--- src/rtl/clkdiv_pkg.sv ---
package clkdiv_pkg;

    localparam int EXP_W   = 2;
    localparam int NUM_DOM = 6;

    typedef logic [EXP_W-1:0] exp_t;

    // Domain index = position in the tick vector; field offset = index * EXP_W
    localparam int DOM_PER = 0;
    localparam int DOM_LCD = 1;
    localparam int DOM_CPU = 2;
    localparam int DOM_SPU = 3;
    localparam int DOM_XBAR = 4;
    localparam int DOM_MMU = 5;

    typedef struct packed {
        logic [3:0] spare;
        exp_t       mmu;
        exp_t       xbar;
        exp_t       spu;
        exp_t       cpu;
        exp_t       lcd;
        exp_t       per;
    } ctl_word_t;

    localparam int CTL_W = $bits(ctl_word_t);

    function automatic exp_t exp_max(exp_t a, exp_t b);
        return (a > b) ? a : b;
    endfunction

    function automatic exp_t exp_min(exp_t a, exp_t b);
        return (a < b) ? a : b;
    endfunction

    function automatic exp_t dom_exp(ctl_word_t w, int idx);
        exp_t e;
        case (idx)
            DOM_PER:  e = w.per;
            DOM_LCD:  e = w.lcd;
            DOM_CPU:  e = w.cpu;
            DOM_SPU:  e = w.spu;
            DOM_XBAR: e = w.xbar;
            default:  e = w.mmu;
        endcase
        return e;
    endfunction

endpackage

--- src/rtl/ratio_legalizer.sv ---
module ratio_legalizer
    import clkdiv_pkg::*;
(
    input  ctl_word_t raw,
    output ctl_word_t legal
);

    ctl_word_t s_mmu;
    ctl_word_t s_floor;
    logic [EXP_W:0] spu_plus;

    // Stage 1: memory-management exponent bracketed by the signal-processor one
    always_comb begin
        s_mmu    = raw;
        spu_plus = {1'b0, raw.spu} + 1'b1;
        if (raw.mmu < raw.spu)
            s_mmu.mmu = raw.spu;
        else if ({1'b0, raw.mmu} > spu_plus)
            s_mmu.mmu = spu_plus[EXP_W-1:0];
    end

    // Stage 2: traffic-controller exponent floors
    always_comb begin
        s_floor      = s_mmu;
        s_floor.xbar = exp_max(exp_max(s_mmu.xbar, s_mmu.cpu), s_mmu.mmu);
    end

    // Stage 3: traffic-controller exponent ceilings, applied last so they win
    always_comb begin
        legal      = s_floor;
        legal.xbar = exp_min(exp_min(s_floor.xbar, s_floor.lcd), s_floor.per);
    end

endmodule

--- src/rtl/ratio_ctl_reg.sv ---
module ratio_ctl_reg
    import clkdiv_pkg::*;
#(
    parameter logic [CTL_W-1:0] RST_VAL = '0
) (
    input  logic      clk,
    input  logic      rst,
    input  logic      wr_en,
    input  ctl_word_t wr_word,
    input  logic      commit,
    output ctl_word_t shadow,
    output ctl_word_t active
);

    always_ff @(posedge clk) begin
        if (rst) begin
            shadow <= ctl_word_t'(RST_VAL);
            active <= ctl_word_t'(RST_VAL);
        end else begin
            if (wr_en)
                shadow <= wr_word;
            if (commit)
                active <= shadow;
        end
    end

endmodule

--- src/rtl/phase_gen.sv ---
module phase_gen #(
    parameter int PH_W = 3
) (
    input  logic clk,
    input  logic rst,
    output logic frame_end
);

    logic [PH_W-1:0] ph;

    always_ff @(posedge clk) begin
        if (rst) ph <= '0;
        else     ph <= ph + 1'b1;
    end

    assign frame_end = &ph;

endmodule

--- src/rtl/domain_tick.sv ---
module domain_tick
    import clkdiv_pkg::*;
#(
    parameter int PH_W = 3
) (
    input  logic clk,
    input  logic rst,
    input  logic realign,
    input  exp_t ratio_exp,
    input  logic gate,
    output logic tick
);

    logic [PH_W-1:0] cnt;
    logic [PH_W-1:0] lim;

    assign lim = ~({PH_W{1'b1}} << ratio_exp);

    always_ff @(posedge clk) begin
        if (rst)             cnt <= '0;
        else if (realign)    cnt <= '0;
        else if (cnt == lim) cnt <= '0;
        else                 cnt <= cnt + 1'b1;
    end

    assign tick = gate & (cnt == lim);

endmodule

--- src/rtl/wdt_gen.sv ---
module wdt_gen #(
    parameter int DIV = 14
) (
    input  logic clk,
    input  logic rst,
    output logic tick
);

    localparam int CW = (DIV > 1) ? $clog2(DIV) : 1;
    localparam logic [CW-1:0] LAST = CW'(DIV - 1);

    logic [CW-1:0] cnt;

    always_ff @(posedge clk) begin
        if (rst)              cnt <= '0;
        else if (cnt == LAST) cnt <= '0;
        else                  cnt <= cnt + 1'b1;
    end

    assign tick = (cnt == LAST);

endmodule

--- src/rtl/clk_ratio_divider.sv ---
module clk_ratio_divider
    import clkdiv_pkg::*;
#(
    parameter int                 WDT_DIV = 14,
    parameter logic [CTL_W-1:0]   RST_VAL = '0
) (
    input  logic               clk,
    input  logic               rst,
    input  logic               wr_en,
    input  logic [CTL_W-1:0]   wr_data,
    output logic [CTL_W-1:0]   rd_data,
    input  logic [NUM_DOM-1:0] gate_en,
    output logic [NUM_DOM-1:0] tick,
    output logic               wdt_tick
);

    localparam int MAX_EXP = (1 << EXP_W) - 1;
    localparam int PH_W    = MAX_EXP;

    ctl_word_t legal_w;
    ctl_word_t shadow;
    ctl_word_t active;
    logic      frame_end;

    ratio_legalizer u_legal (
        .raw   (ctl_word_t'(wr_data)),
        .legal (legal_w)
    );

    ratio_ctl_reg #(.RST_VAL(RST_VAL)) u_reg (
        .clk     (clk),
        .rst     (rst),
        .wr_en   (wr_en),
        .wr_word (legal_w),
        .commit  (frame_end),
        .shadow  (shadow),
        .active  (active)
    );

    phase_gen #(.PH_W(PH_W)) u_phase (
        .clk       (clk),
        .rst       (rst),
        .frame_end (frame_end)
    );

    for (genvar d = 0; d < NUM_DOM; d++) begin : g_dom
        domain_tick #(.PH_W(PH_W)) u_tick (
            .clk       (clk),
            .rst       (rst),
            .realign   (frame_end),
            .ratio_exp (dom_exp(active, d)),
            .gate      (gate_en[d]),
            .tick      (tick[d])
        );
    end

    wdt_gen #(.DIV(WDT_DIV)) u_wdt (
        .clk  (clk),
        .rst  (rst),
        .tick (wdt_tick)
    );

    assign rd_data = shadow;

endmodule

--- config.mk ---
export PLATFORM = sky130hd
export DESIGN_NAME = clk_ratio_divider
export DESIGN_NICKNAME = d
export VERILOG_FILES = /design/src/rtl/clkdiv_pkg.sv /design/src/rtl/ratio_legalizer.sv /design/src/rtl/ratio_ctl_reg.sv /design/src/rtl/phase_gen.sv /design/src/rtl/domain_tick.sv /design/src/rtl/wdt_gen.sv /design/src/rtl/clk_ratio_divider.sv
export SDC_FILE = /design/constraint.sdc
export NUM_CORES = 1
export LEC_CHECK = 0
export ABC_AREA = 1
export BUFFER_PORTS_ARGS = -buffer_cell sky130_fd_sc_hd__buf_2
export CORE_MARGIN = 4
export CORE_UTILIZATION = 59
export CTS_CLUSTER_DIAMETER = 150
export CTS_CLUSTER_SIZE = 24
export DETAILED_ROUTE_END_ITERATION = 10
export PLACE_DENSITY = 0.84
export SETUP_SLACK_MARGIN = 0.02
export SLEW_MARGIN = 15
export SYNTH_ARGS = -nofsm -noshare
export SYNTH_HDL_FRONTEND = slang
export SYNTH_SLANG_ARGS = --single-unit
--- constraint.sdc ---
create_clock -name clk -period 5.9 [get_ports clk]
set_clock_uncertainty 0.05 [all_clocks]
set_input_delay 1.18 -clock clk [delete_from_list [all_inputs] [get_ports clk]]
set_output_delay 1.18 -clock clk [all_outputs]
set_load 0.01 [all_outputs]
==> results.cfg, run 1 <==
[run_status]
status = finished clean

[sta]
slew-limit-headroom_pct = 57.8
setup_tns_ps = 0
worst_pin_slew_ps = 632
period_needed_ps = 3540
final.period_utilization_pct = 60.0
rsz0062_at_grt = false
setup_viol = 0
maxSlewViolCount = 0
final_hold_viol_count = 0
max_freq_ghz = 0.283

[pwr]
powerDensity_nw_per_um2 = 247
ir_drop_mv = 0.174
power_w = 0.000720
power_leakage_nw = 1.42

[die]
dieArea_sq_um = 5490
die_h_um = 74.1
num_io_pins = 48
start_util_pct = 62.7
row_count = 23
dieWidth_um = 74.1
core-area_sq_um = 4120

[logic_synthesis]
ys_seq_area_share_pct = 41.1
syn_nets = 384
syn_inst = 334
synth.distinct_cells = 23
yosys_register_bits = 53
synth_area_sq_um = 2580
ys_warn_count = 0
syn_avg_cell_area_sq_um = 7.72

[cells_and_area]
drive_gt1_share_pct = 16.2
final_cell_mix = 71 x nor2_1, 53 x dfxtp_1, 50 x inv_1
mostFrequentLayoutCell = nor2_1
nets = 426
final_cell_area_sq_um = 2910
antennaDiodeCount = 0
syn2layout_area_growth_pct = 12.9

[placed_design]
hpwlAfterDp_mm = 3.84
place_area_sq_um = 2810
gp_congestion = 0.838
io_buffers = 47

[critical_path]
worstRegToRegCells = 5
cp.arrival_ps = 3740
worstSetupStartpointType = input pin
path_class = input pin to flip-flop
cp-end-kind = flip-flop
r2r_slack_ps = 4220
rr_startpoint = u_phase.ph[0]
rr_endpoint = g_dom[4].u_tick.cnt[1]
required_ps = 6100
path_max_fanout = 4

[global_route]
antenna_found_initial = 0
overflow = 0
grt_pass1_wl_mm = 8.75
grtUsageTotal_pct = 20.6
grt_pass1_vias = 2037
grt_max_degree = 28

[cts]
cts_setup_buffers = 0
cts-htree-levels = 2
cts_tree = built
cts.sinks = 53
cts-root-buf = clkbuf_8
clk-insertion-delay-late_ps = 310
clk_pin_slew_ps = 90
post_cts_resized = 0
cts_made_buffers = 5
clock_path_buffers = 2
postCtsHoldBufs = 0

[min_path]
hp-class = flip-flop to flip-flop
min_from = u_phase.ph[0]
whs_path_depth = 1
hold_end = u_phase.ph[0]

[route]
wl_per_cell_um = 11.9
vias = 2185
routed_wl_mm = 5.06
dr.pass1.iters = 4
drtIter0Drc = 84
viasPerCell = 5.13
drc = 0
drtAntennaViolNets = 0

[job]
drv_cap = 0
-- cells in the mapped netlist --
cell       number  area share [%]
ha_1           25              12
o21bai_1        2            0.58
o2111ai_1       6             2.0
nor2_1         71              10
buf_1           1            0.15
o21bai_4        1            0.73
dfxtp_1        53              41
inv_1          50             7.3
o21ai_0        35             6.8
a21oi_1        15             2.9
xor2_1          6             2.0
a21boi_1        1            0.29
buf_4           6             1.7
xnor2_1         7             2.4
o211ai_1        2            0.58
clkbuf_1        4            0.58
nand3_1         5            0.97
a21oi_2         2            0.68
clkinv_1        1            0.15
nand2_1        35             5.1
or2_0           1            0.24
nand2_2         4            0.97
buf_2           1            0.19
-- worst max path at each step --
stage | start | endpoint | slack [ps] | cells after the start
2_1_floorplan | wr_data[6] | u_reg.shadow[8] | 2500 | 16
3_3_place_gp | wr_data[6] | u_reg.shadow[8] | 2270 | 17
3_5_place_dp | wr_data[6] | u_reg.shadow[8] | 2110 | 17
4_1_cts | wr_data[6] | u_reg.shadow[8] | 2380 | 17
5_1_grt | wr_data[6] | u_reg.shadow[8] | 2130 | 17
6_report | wr_data[6] | u_reg.shadow[8] | 2360 | 19
-- sequential cells by signal, indices dropped and copies added (netlist names) --
register          cells
u_phase.ph            3
u_wdt.cnt             4
g_dom.u_tick.cnt     18
u_reg.active         12
u_reg.shadow         16
-- logic make-up after synthesis --
group / count (synthesis) / share of synthesized area (%)
buf+inv: 63 / 10.1
xor+xnor: 13 / 4.42
fa+ha+maj: 25 / 12.1
simple gates: 116 / 17.6
flops: 53 / 41.1
compound gates: 64 / 14.6
-- cell type report --
cell class | count | area, sq um
clock buffers | 5 | 68.8
clock inverters | 2 | 35.0
fillers | 333 | 1200
inverters | 51 | 191
multi-input cells | 218 | 1260
flip-flops and latches | 53 | 1060
well taps | 50 | 62.6
repair buffers | 47 | 235
-- per-stage QoR --
step	instances	hold WS, ps	utilization, %	setup WS, ps
after floorplan	334	345	-	2500
after global placement	419	362	68.2	2270
after detailed placement	419	366	68.2	2110
after CTS	426	379	70.8	2380
after global routing	426	417	70.8	2130
final	426	379	70.8	2360
-- layer usage --
metal | wire [um] | vias to the layer above | global-route usage [%] | part of all wire, %
li1 | - | 1134 | - | -
met4 | 128 | 0 | 11.5 | 2.5
met5 | 0 | - | 0 | 0
met1 | 2250 | 982 | 24.3 | 44
met2 | 2420 | 57 | 34.7 | 48
met3 | 263 | 12 | 4.46 | 5.2
-- report_power, final --
group	switching, W	internal (W)
clock network	0.000111	0.000123
logic	0.0000622	0.0000433
registers	0.00000995	0.000371
-- critical path: stages --
cell,delay (ps)
buf_2,120
ha_1,270
inv_1,50
ha_1,300
a21oi_2,170
nand2_2,80
o211ai_1,160
o21ai_0,200
ha_1,360
nand2_1,70
a21boi_1,230
nand3_1,110
nand2_1,70
inv_1,40
nand2_1,60
nand2_1,40
nand2_1,50
nand2_1,60
a21oi_2,110
Note: power is estimated with default switching activity, not from simulation.
==> run 2, diff against run 1 <==
--- a/config.mk
+++ b/config.mk
@@ -8,11 +8,11 @@
 export ABC_AREA = 1
 export BUFFER_PORTS_ARGS = -buffer_cell sky130_fd_sc_hd__buf_2
 export CORE_MARGIN = 4
-export CORE_UTILIZATION = 59
+export CORE_UTILIZATION = 55
 export CTS_CLUSTER_DIAMETER = 150
 export CTS_CLUSTER_SIZE = 24
 export DETAILED_ROUTE_END_ITERATION = 10
-export PLACE_DENSITY = 0.84
+export PLACE_DENSITY = 0.79
 export SETUP_SLACK_MARGIN = 0.02
 export SLEW_MARGIN = 15
 export SYNTH_ARGS = -nofsm -noshare
==> constraint.sdc (replaced) <==
create_clock -name clk -period 3.3 [get_ports clk]
set_clock_uncertainty 0.05 [all_clocks]
set_input_delay 0.66 -clock clk [delete_from_list [all_inputs] [get_ports clk]]
set_output_delay 0.66 -clock clk [all_outputs]
set_load 0.01 [all_outputs]
==> run 2 against run 1 <==
Power increased by 72%; worst hold slack improved by 4.8 ps; count of clock-buffer cells in the layout stayed put; critical path depth is the same; clock power is 59% higher.
==> results.cfg, run 2 (same netlist as run 1, synthesis figures left out) <==
[route]
wl_per_cell_um = 11.7
vias = 2176
drc = 0
drtAntennaViolNets = 0
viasPerCell = 5.06
drtIter0Drc = 95
dr.pass1.iters = 4
routed_wl_mm = 5.05

[placed_design]
hpwlAfterDp_mm = 3.95
io_buffers = 47
gp_congestion = 0.767

[critical_path]
cp.arrival_ps = 3160
required_ps = 3500
crit_chain = buf_2 -> ha_1 -> inv_1 -> ha_1 -> a21oi_2 -> nand2_2 -> o211ai_1 -> o21ai_0 -> ha_1 -> nand2_1 -> a21boi_1 -> nand3_1 -> nand2_1 -> inv_1 -> nand2_1 -> nand2_1 -> nand2_1 -> nand2_1 -> a21oi_2
worstSetupStartpointType = input pin
cp_top_family = adder cells
rr_startpoint = u_phase.ph[0]
cp-end-kind = flip-flop
worst-path-buf-inv = 3
rr_endpoint = g_dom[1].u_tick.cnt[1]
max_stage_delay_ps = 350
path_class = input pin to flip-flop
crit_path_frequent_cell = nand2_1
r2r_slack_ps = 1510
path_max_fanout = 4
worstRegToRegCells = 5
critPathSlowestCell = ha_1

[cells_and_area]
regMostFlops = g_dom.u_tick.cnt
nets = 427
final_cell_mix = 71 x nor2_1, 53 x dfxtp_1, 50 x inv_1
syn2layout_area_growth_pct = 12.9
largest_reg_flops = 18
antennaDiodeCount = 0
drive_gt1_share_pct = 16.7
mostFrequentLayoutCell = nor2_1
largest_registers = g_dom.u_tick.cnt x18, u_reg.shadow x16, u_reg.active x12

[die]
row_count = 24
dieArea_sq_um = 5850
dieWidth_um = 76.5
core-area_sq_um = 4440
start_util_pct = 58.0
num_io_pins = 48
die_h_um = 76.5

[global_route]
grtUsageTotal_pct = 17.9
grt_max_degree = 27
grt_pass1_wl_mm = 8.67
antenna_found_initial = 0
overflow = 0
grt_pass1_vias = 2088

[sta]
slew-limit-headroom_pct = 58.9
final.period_utilization_pct = 89.6
period_needed_ps = 2960
rsz0062_at_grt = false
final_hold_viol_count = 0
setup_tns_ps = 0
worst_pin_slew_ps = 614
setup_viol = 0
maxSlewViolCount = 0
max_freq_ghz = 0.338
whs_ps = 384

[job]
drv_cap = 0

[pwr]
powerDensity_nw_per_um2 = 426
power_leakage_nw = 1.41
ir_drop_mv = 0.214

[cts]
clk_pin_slew_ps = 100
clk-insertion-delay-late_ps = 300
cts_made_buffers = 5
cts_setup_buffers = 0
cts.sinks = 53
cts_tree = built
cts-htree-levels = 2
postCtsHoldBufs = 0
clock_path_buffers = 2
post_cts_resized = 0
cts-root-buf = clkbuf_8

[run_status]
status = finished clean

[min_path]
whs_path_depth = 1
min_from = u_phase.ph[0]
hp-class = flip-flop to flip-flop
hold_end = u_phase.ph[0]
[run 2: through the flow]
stage | power [W] | util (%) | std cells | cell area (sq um) | setup slack [ps]
6_report | 0.00124 | 65.5 | 430 | 2910 | 342
5_1_grt | 0.00131 | 65.5 | 430 | 2910 | 52.6
4_1_cts | 0.00125 | 65.5 | 430 | 2910 | 364
3_5_place_dp | 0.000884 | 63.4 | 422 | 2820 | 32.8
3_3_place_gp | 0.000874 | 63.4 | 422 | 2820 | 191
2_1_floorplan | 0.000824 | - | 334 | 2580 | 418
[run 2: layout make-up]
type	instances	area (sq um)
clock buffer	5	68.8
clock inverter	3	25.0
tap	52	65.1
inverter	51	191
timing repair buffer	48	243
multi-input combinational	218	1260
fill	404	1530
sequential	53	1060
[run 2: worst reg2reg max path, stage by stage, from the launching register on]
cell and delay [ps]:
dfxtp_1 330, ha_1 200, ha_1 300, nor2_1 530, nand2_1 190, nor2_1 130
[run 2: how the worst max path moves through the flow]
stage | from | endpoint | slack [ps] | depth (start not counted)
2_1_floorplan | wr_data[6] | u_reg.shadow[8] | 420 | 16
3_3_place_gp | wr_data[6] | u_reg.shadow[8] | 190 | 17
3_5_place_dp | wr_data[6] | u_reg.shadow[8] | 30 | 17
4_1_cts | wr_data[6] | u_reg.shadow[8] | 360 | 17
5_1_grt | wr_data[6] | u_reg.shadow[8] | 50 | 19
6_report | wr_data[6] | u_reg.shadow[8] | 340 | 19
[run 2: power by group]
part           switching [W]  internal (W)
registers          0.0000174      0.000663
logic               0.000111     0.0000782
clock network       0.000217      0.000155
total               0.000345      0.000896
[run 2: layer usage]
| metal | vias up | part of all wire (%) | GRT usage (%) |
|---|---|---|---|
| met3 | 7 | 6.3 | 3.19 |
| li1 | 1137 | - | - |
| met4 | 0 | 1.6 | 7.07 |
| met1 | 968 | 45 | 20.1 |
| met5 | - | 0 | 0 |
| met2 | 64 | 48 | 33.1 |
